File: config.mk
export PLATFORM = sky130hd
export DESIGN_NAME = gpio_edge_port
export DESIGN_NICKNAME = d
export VERILOG_FILES = /design/src/rtl/gpio_edge_pkg.sv /design/src/rtl/gpio_pin_sync.sv /design/src/rtl/gpio_edge_unit.sv /design/src/rtl/gpio_edge_port.sv
export SDC_FILE = /design/constraint.sdc
export NUM_CORES = 1
export LEC_CHECK = 0
export ABC_AREA = 1
export BUFFER_PORTS_ARGS = -buffer_cell sky130_fd_sc_hd__buf_2
export CORE_ASPECT_RATIO = 1.2
export CORE_MARGIN = 2
export CORE_UTILIZATION = 50
export CTS_CLUSTER_SIZE = 25
export DETAILED_ROUTE_END_ITERATION = 8
export GPL_TIMING_DRIVEN = 0
export PLACE_DENSITY = 0.71
export SLEW_MARGIN = 10
export SYNTH_ARGS = -nofsm -noshare
export SYNTH_HDL_FRONTEND = slang
export SYNTH_HIERARCHICAL = 1
export SYNTH_SLANG_ARGS = --single-unit
File: constraint.sdc
create_clock -name clk -period 1.15 [get_ports clk]
set_input_delay 0.115 -clock clk [delete_from_list [all_inputs] [get_ports clk]]
set_output_delay 0.115 -clock clk [all_outputs]
set_load 0.05 [all_outputs]
File: src/rtl/gpio_edge_pkg.sv
package gpio_edge_pkg;

    typedef enum logic [1:0] {
        MODE_FALL = 2'b00,
        MODE_RISE = 2'b01,
        MODE_BOTH = 2'b10,
        MODE_OUT  = 2'b11
    } pin_mode_e;

    localparam int OFS_DATA   = 0;
    localparam int OFS_CTL_HI = 1;
    localparam int OFS_CTL_LO = 2;
    localparam int OFS_EN_HI  = 3;
    localparam int OFS_EN_LO  = 4;
    localparam int OFS_PEND   = 5;

    localparam int REG_W = 8;

endpackage

File: src/rtl/gpio_pin_sync.sv
module gpio_pin_sync #(
    parameter int WIDTH = 8
) (
    input  logic             clk,
    input  logic             rst_n,
    input  logic [WIDTH-1:0] raw_in,
    output logic [WIDTH-1:0] sync_out,
    output logic [WIDTH-1:0] prev_out
);

    typedef struct packed {
        logic [WIDTH-1:0] meta;
        logic [WIDTH-1:0] sync;
        logic [WIDTH-1:0] prev;
    } sync_t;

    sync_t s_d, s_q;

    always_comb begin
        s_d      = s_q;
        s_d.meta = raw_in;
        s_d.sync = s_q.meta;
        s_d.prev = s_q.sync;
    end

    always_ff @(posedge clk or negedge rst_n) begin
        if (!rst_n) s_q <= '0;
        else        s_q <= s_d;
    end

    assign sync_out = s_q.sync;
    assign prev_out = s_q.prev;

endmodule

File: src/rtl/gpio_edge_unit.sv
module gpio_edge_unit
    import gpio_edge_pkg::*;
#(
    parameter int N_PINS = 8
) (
    input  logic [N_PINS-1:0]      cur_lvl,
    input  logic [N_PINS-1:0]      old_lvl,
    input  logic [N_PINS-1:0][1:0] pin_mode,
    input  logic [N_PINS-1:0]      pin_en,
    output logic [N_PINS-1:0]      hit
);

    for (genvar i = 0; i < N_PINS; i++) begin : g_pin
        logic rise_s, fall_s;
        assign rise_s = cur_lvl[i] & ~old_lvl[i];
        assign fall_s = ~cur_lvl[i] & old_lvl[i];

        always_comb begin
            unique case (pin_mode_e'(pin_mode[i]))
                MODE_FALL: hit[i] = pin_en[i] & fall_s;
                MODE_RISE: hit[i] = pin_en[i] & rise_s;
                MODE_BOTH: hit[i] = pin_en[i] & (rise_s | fall_s);
                default:   hit[i] = 1'b0;
            endcase
        end
    end

endmodule

File: src/rtl/gpio_edge_port.sv
module gpio_edge_port
    import gpio_edge_pkg::*;
#(
    parameter int N_PINS = 8,
    parameter int ADDR_W = 3
) (
    input  logic              clk,
    input  logic              rst_n,
    input  logic [ADDR_W-1:0] bus_addr,
    input  logic              bus_wr,
    input  logic [7:0]        bus_wdata,
    output logic [7:0]        bus_rdata,
    input  logic [N_PINS-1:0] pin_in,
    output logic [N_PINS-1:0] pin_out,
    output logic [N_PINS-1:0] pin_oe,
    output logic              irq_n
);

    localparam int HALF  = N_PINS / 2;
    localparam int CTL_W = 2 * HALF;

    localparam logic [ADDR_W-1:0] A_DATA   = ADDR_W'(OFS_DATA);
    localparam logic [ADDR_W-1:0] A_CTL_HI = ADDR_W'(OFS_CTL_HI);
    localparam logic [ADDR_W-1:0] A_CTL_LO = ADDR_W'(OFS_CTL_LO);
    localparam logic [ADDR_W-1:0] A_EN_HI  = ADDR_W'(OFS_EN_HI);
    localparam logic [ADDR_W-1:0] A_EN_LO  = ADDR_W'(OFS_EN_LO);
    localparam logic [ADDR_W-1:0] A_PEND   = ADDR_W'(OFS_PEND);

    typedef struct packed {
        logic [N_PINS-1:0] out;
        logic [CTL_W-1:0]  ctl_hi;
        logic [CTL_W-1:0]  ctl_lo;
        logic [HALF-1:0]   en_hi;
        logic [HALF-1:0]   en_lo;
        logic [N_PINS-1:0] pend;
    } regs_t;

    regs_t r_d, r_q;

    logic [N_PINS-1:0]      lvl_sync, lvl_prev, edge_hit, pend_q, data_view;
    logic [N_PINS-1:0][1:0] pin_mode;

    gpio_pin_sync #(.WIDTH(N_PINS)) u_sync (
        .clk      (clk),
        .rst_n    (rst_n),
        .raw_in   (pin_in),
        .sync_out (lvl_sync),
        .prev_out (lvl_prev)
    );

    for (genvar k = 0; k < HALF; k++) begin : g_mode
        assign pin_mode[k]      = r_q.ctl_lo[2*k +: 2];
        assign pin_mode[HALF+k] = r_q.ctl_hi[2*k +: 2];
        assign pin_oe[k]        = (pin_mode_e'(r_q.ctl_lo[2*k +: 2]) == MODE_OUT);
        assign pin_oe[HALF+k]   = (pin_mode_e'(r_q.ctl_hi[2*k +: 2]) == MODE_OUT);
    end

    gpio_edge_unit #(.N_PINS(N_PINS)) u_edge (
        .cur_lvl  (lvl_sync),
        .old_lvl  (lvl_prev),
        .pin_mode (pin_mode),
        .pin_en   ({r_q.en_hi, r_q.en_lo}),
        .hit      (edge_hit)
    );

    always_comb begin
        r_d = r_q;
        if (bus_wr) begin
            case (bus_addr)
                A_DATA:   r_d.out    = bus_wdata[N_PINS-1:0];
                A_CTL_HI: r_d.ctl_hi = bus_wdata[CTL_W-1:0];
                A_CTL_LO: r_d.ctl_lo = bus_wdata[CTL_W-1:0];
                A_EN_HI:  r_d.en_hi  = bus_wdata[HALF-1:0];
                A_EN_LO:  r_d.en_lo  = bus_wdata[HALF-1:0];
                A_PEND:   r_d.pend   = r_q.pend & bus_wdata[N_PINS-1:0];
                default:  ;
            endcase
        end
        r_d.pend = r_d.pend | edge_hit;
    end

    always_ff @(posedge clk or negedge rst_n) begin
        if (!rst_n) r_q <= '0;
        else        r_q <= r_d;
    end

    assign data_view = (pin_oe & r_q.out) | (~pin_oe & lvl_sync);

    always_comb begin
        bus_rdata = '0;
        case (bus_addr)
            A_DATA:   bus_rdata = 8'(data_view);
            A_CTL_HI: bus_rdata = 8'(r_q.ctl_hi);
            A_CTL_LO: bus_rdata = 8'(r_q.ctl_lo);
            A_EN_HI:  bus_rdata = 8'(r_q.en_hi);
            A_EN_LO:  bus_rdata = 8'(r_q.en_lo);
            A_PEND:   bus_rdata = 8'(r_q.pend);
            default:  bus_rdata = '0;
        endcase
    end

    assign pend_q  = r_q.pend;
    assign pin_out = r_q.out;
    assign irq_n   = ~(|pend_q);

endmodule

Word-level counts from Yosys, hierarchy flattened
Cells that the tools add are included.
{"block": "totals", "ff_bits": 64, "inputBits": 22, "output_inout_bits": 25, "wordCells": 135}
{"block": "op_classes", "eq_ne": 29, "mux": 11, "bitwise": 71, "n_reduce_logical": 15}
{"operator": "$pmux 8 s6", "count": 1}
{"operator": "$and 1x1->1", "count": 40}
{"operator": "$eq 2x2->1 const B", "count": 16}
{"operator": "$and 8x8->8", "count": 3}
{"operator": "$pmux 1 s3", "count": 8}
{"operator": "$not 1->1", "count": 17}
{"operator": "$eq 2x1->1 const B", "count": 8}
{"operator": "$logic_not 2->1", "count": 8}
{"operator": "$mux 8", "count": 2}
{"operator": "$or 8x8->8", "count": 2}
{"operator": "$reduce_and 2->1", "count": 5}
{"operator": "$not 8->8", "count": 1}
{"operator": "$or 1x1->1", "count": 8}
{"operator": "$reduce_or 8->1", "count": 1}
{"operator": "$eq 3x2->1 const B", "count": 2}
{"operator": "$eq 3x3->1 const B", "count": 2}
{"operator": "$eq 3x1->1 const B", "count": 1}
{"operator": "$logic_not 3->1", "count": 1}

Longest topological paths before layout
{"block": "logic_depth", "word_depth": 6, "ltp_mapped": 9, "depth_no_buf": 8}

Modules after synthesis
Netlist, hierarchy kept.
{"module": "gpio_edge_port", "instances": 1, "cells_each": 293, "area_per_inst_um2": 2254.7, "seq_area_each_um2": 1001.0}
{"module": "gpio_edge_unit", "instances": 1, "cells_each": 160, "area_per_inst_um2": 960.9, "seq_area_each_um2": 0.0}
{"module": "gpio_pin_sync", "instances": 1, "cells_each": 32, "area_per_inst_um2": 660.6, "seq_area_each_um2": 600.6}

Worst setup path before layout
Ideal clock, no wire load.
{"block": "synth_path", "kind": "input to output", "start": "input bus_addr[2]", "end": "output bus_rdata[1]", "t_arrival_ns": 1.187, "required_ns": 1.035, "slack_ns": -0.152, "stages": 6, "path_buffers": 2, "path_cell_list": "buf_2 -> buf_1 -> nand4_1 -> nand2_1 -> nor2_1 -> nand2_1"}
{"block": "synth_between", "elab_chain_len": 2, "elab_cells_between_ends": 7, "classes_between": "eq/ne (5); mux (1); reduce/logical (1)"}
{"item": "start: declaration", "line_no": "gpio_edge_port.sv:9", "text": "input logic [ADDR_W-1:0] bus_addr,"}
{"item": "$eq 3x3->1, or another cell as far along", "line_no": "gpio_edge_port.sv:91", "text": "case (bus_addr)"}
{"item": "$pmux 8 s6 *", "line_no": "gpio_edge_port.sv:91"}
{"item": "end: declaration", "line_no": "gpio_edge_port.sv:12", "text": "output logic [7:0] bus_rdata,"}
Every way passes the cells marked *; elsewhere a longest branch is shown, timed or not.

Worst setup path after layout
{"block": "layout_path", "start": "register r_q (netlist bit pin_mode[1])", "end": "output bus_rdata[0]"}
{"block": "layout_between", "elab_chain_len": 5, "elab_cells_between_ends": 6, "classes_between": "eq/ne (1); mux (1); bitwise (4)"}
{"item": "start: declaration", "line_no": "gpio_edge_port.sv:38", "text": "regs_t r_d, r_q;"}
{"item": "start signal: assignment", "line_no": "gpio_edge_port.sv:84", "text": "else r_q <= r_d;"}
{"item": "$eq 2x2->1 *", "line_no": "gpio_edge_port.sv:54", "text": "assign pin_oe[k] = (pin_mode_e'(r_q.ctl_lo[2*k +: 2]) == MODE_OUT);"}
{"item": "$not 8->8", "line_no": "gpio_edge_port.sv:87", "text": "assign data_view = (pin_oe & r_q.out) | (~pin_oe & lvl_sync);"}
{"item": "$and 8x8->8", "line_no": "gpio_edge_port.sv:87"}
{"item": "$or 8x8->8 *", "line_no": "gpio_edge_port.sv:87"}
{"item": "$pmux 8 s6 *", "line_no": "gpio_edge_port.sv:91"}
Marks and branches as above.

==> results.json <==
{
  "final_common_cell": "nand2_1",
  "worst_clock_skew_ns": 0.00622,
  "crit_fanout": 5,
  "drive_gt1_share_pct": 42.4,
  "status": "finished with violations",
  "yosysWarnings": 6,
  "cp-end-kind": "primary output",
  "route.detailed.drc": 0,
  "timing.fmax_ghz": 0.643,
  "p_total_mw": 8.54,
  "powerDensity_nw_per_um2": 1520,
  "via_count": 3602,
  "setup_viol": 26,
  "antennaDiodeCount": 0,
  "area_growth_syn_to_layout_pct": 45.4,
  "synth.area.top_cells": "dfrtp_1 41%, ha_1 13%, nand2_1 12%",
  "crit_type": "register to primary output",
  "postSynthCellCount": 485,
  "max_slew_margin_pct": 74.1,
  "yosys.area.top_type_share_pct": 41.3,
  "grt_pass1_vias": 3400,
  "failed_checks": "setup timing",
  "via_per_inst": 5.14,
  "insertion_delay_ns": 0.35,
  "post-route-util_pct": 74.0,
  "layout_common_cells": "99 x nand2_1, 56 x inv_1, 51 x buf_6, 48 x dfrtp_1, 39 x nand3_1",
  "cts_max_level": 3,
  "ir_drop_v": 0.00107,
  "hold_class": "primary input to register",
  "start_util_pct": 50.9,
  "track_usage_pct": 24.7,
  "fin_nets": 666,
  "drv_cap": 0,
  "path_cells": "nand2_2 -> nand2_1 -> nand2_1 -> nand2_1 -> nand2_1 -> inv_1 -> nand2_2 -> buf_8",
  "ys_seq_area_share_pct": 41.3,
  "grt_pass1_wl_mm": 16.2,
  "cts_tree": "done",
  "layout_min_cycle_time_ns": 1.56,
  "cp_num_buf_inv": 2,
  "hold-worst-slack_ns": 0.0254,
  "die_x_um": 84.4,
  "synth_nets": 547,
  "die_height_um": 100,
  "synth_top_area_cell": "dfrtp_1",
  "tightest_slew_ns": 0.389,
  "clockBufferDepth": 2,
  "drt_iter0_drc": 216,
  "worstPathRequired_ns": 1.03,
  "fin_ws_ns": -0.406,
  "cts_sinks": 64,
  "core_area_um2": 7620,
  "ys_types": 25,
  "postRouteAntennaNets": 0,
  "slew_viol_final": 0,
  "drt-pass1-iter-count": 6,
  "rsz0062_at_grt": "yes",
  "cpPeakStageDelay_ns": 0.45,
  "grt_remaining_overflow": 0,
  "crit_top_cell": "nand2_1",
  "worstPathArrival_ns": 1.44,
  "syn_area_um2": 3880,
  "cp-start-kind": "register",
  "grt_max_degree": 37,
  "synth_seq_cells": 64,
  "wl_per_cell_um": 15.2,
  "fin_crit_sh_pct": 135,
  "cts_buffers": 9,
  "dpl.cell_count": 623,
  "dp_hpwl_mm": 6.26,
  "hold_violations": 0,
  "wl_mm": 10.7,
  "p_leak_nw": 2.90,
  "critPathSlowestCell": "dfrtp_2",
  "pin_count": 47,
  "gp_congestion": 0.867,
  "layout.cells.non_filler": 701,
  "num_rows": 35,
  "avgSynthCellArea_um2": 7.99,
  "clockRootBuffer": "clkbuf_8",
  "dieArea_um2": 8480,
  "clkTransAtPathRegs_ns": 0.07,
  "crit_family": "flip-flops",
  "portBuffers": 45,
  "antenna_found_initial": 0
}
==> worst reg2reg max path, delay by kind of cell, from the launching register on <==
family,cells,cell delay [ns]
AOI/OAI and AO/OA,1,0.15
adders and majority gates,1,0.23
buffers and inverters,3,0.29
DFF,1,0.45
and+or+nand+nor,3,0.25
==> through the flow <==
stage          instance area (µm²)  setup TNS (ns)  setup slack, ns
6_report                      5640           -5.62           -0.406
5_1_grt                       5640           -6.77           -0.478
4_1_cts                       5310           -4.72           -0.338
3_5_place_dp                  4260           -6.93           -0.333
3_3_place_gp                  4240          -25.56           -0.326
2_1_floorplan                 3890          -0.741          -0.0739
==> cells by family after synthesis <==
family / Yosys count / synth area share, %
simple gates: 219 / 25.3
buf+inv: 122 / 14.0
compound gates: 40 / 6.46
flops: 64 / 41.3
fa+ha+maj: 40 / 12.9
==> timing repair <==
| item | 4_1_cts | 5_1_grt |
|---|---|---|
| pin swaps | 35 | 34 |
| setup endpoints to repair | 33 | 34 |
| resized for setup | 149 | 79 |
| endpoints found under the hold margin | 39 | 0 |
| setup buffers | 44 | 18 |
| hold buffers | 12 | 0 |
==> final cells by class <==
type                       instances  area, µm²
clock inverter                     4       45.0
clock buffer                      12        135
timing repair buffer             115       1150
multi-input combinational        299       2020
inverter                          96        390
tap                               92        115
sequential                        64       1620
fill                             550       1980
buffer                            19        165
==> final timing paths <==
path	to	slack, ns	depth (start not counted)	start
worst max-delay path	bus_rdata[0]	-0.41	8	pin_mode[1]
max in group asynchronous	pin_mode[6]	0.37	3	rst_n
worst max register to register	pend_q[5]	-0.32	8	pin_mode[11]
worst min-delay path	r_q[12]	0.03	3	bus_wdata[0]
min in group asynchronous	u_sync/s_d[10]	0.23	2	rst_n
worst min register to register	u_sync/sync_out[3]	0.35	0	u_sync/s_d[11]
==> per-layer routing <==
layer	wire length, µm	global-route usage (%)
met1	4400	30.2
met2	5440	42.6
met3	568	4.18
met4	262	11.5
met5	0	0
==> state kept, by name, summed over array words and instances, names as in the netlist <==
register	cells
u_sync/s_d	8
u_sync/prev_out	8
pin_mode	16
r_q	8
pend_q	8
u_sync/sync_out	8
pin_out	8
==> Yosys cell counts <==
master      n
nand2_2     4
ha_1       40
buf_4      16
inv_1      90
nor2_1     34
nor2_4      2
dfrtp_1    64
nand2_1   119
clkinv_1    4
nand3_4     1
inv_4       1
inv_2       1
nand4_1    14
nand2_4     1
o21ai_2     8
nor2_8      1
buf_1       1
nand3_1    41
nand3_2     1
o21ai_0     8
nor2_2      1
buf_6       2
o21bai_1    8
buf_2       7
o21ai_1    16
==> power by group <==
part           switching [mW]  internal, mW  total [mW]  leakage (nW)
sequential              0.375          2.64        3.02         0.743
clock                   0.872         0.993        1.86        0.0941
combinational            1.95          1.71        3.66          2.06
total                    3.19          5.35        8.54          2.90
(Power assumes the default switching activity.)
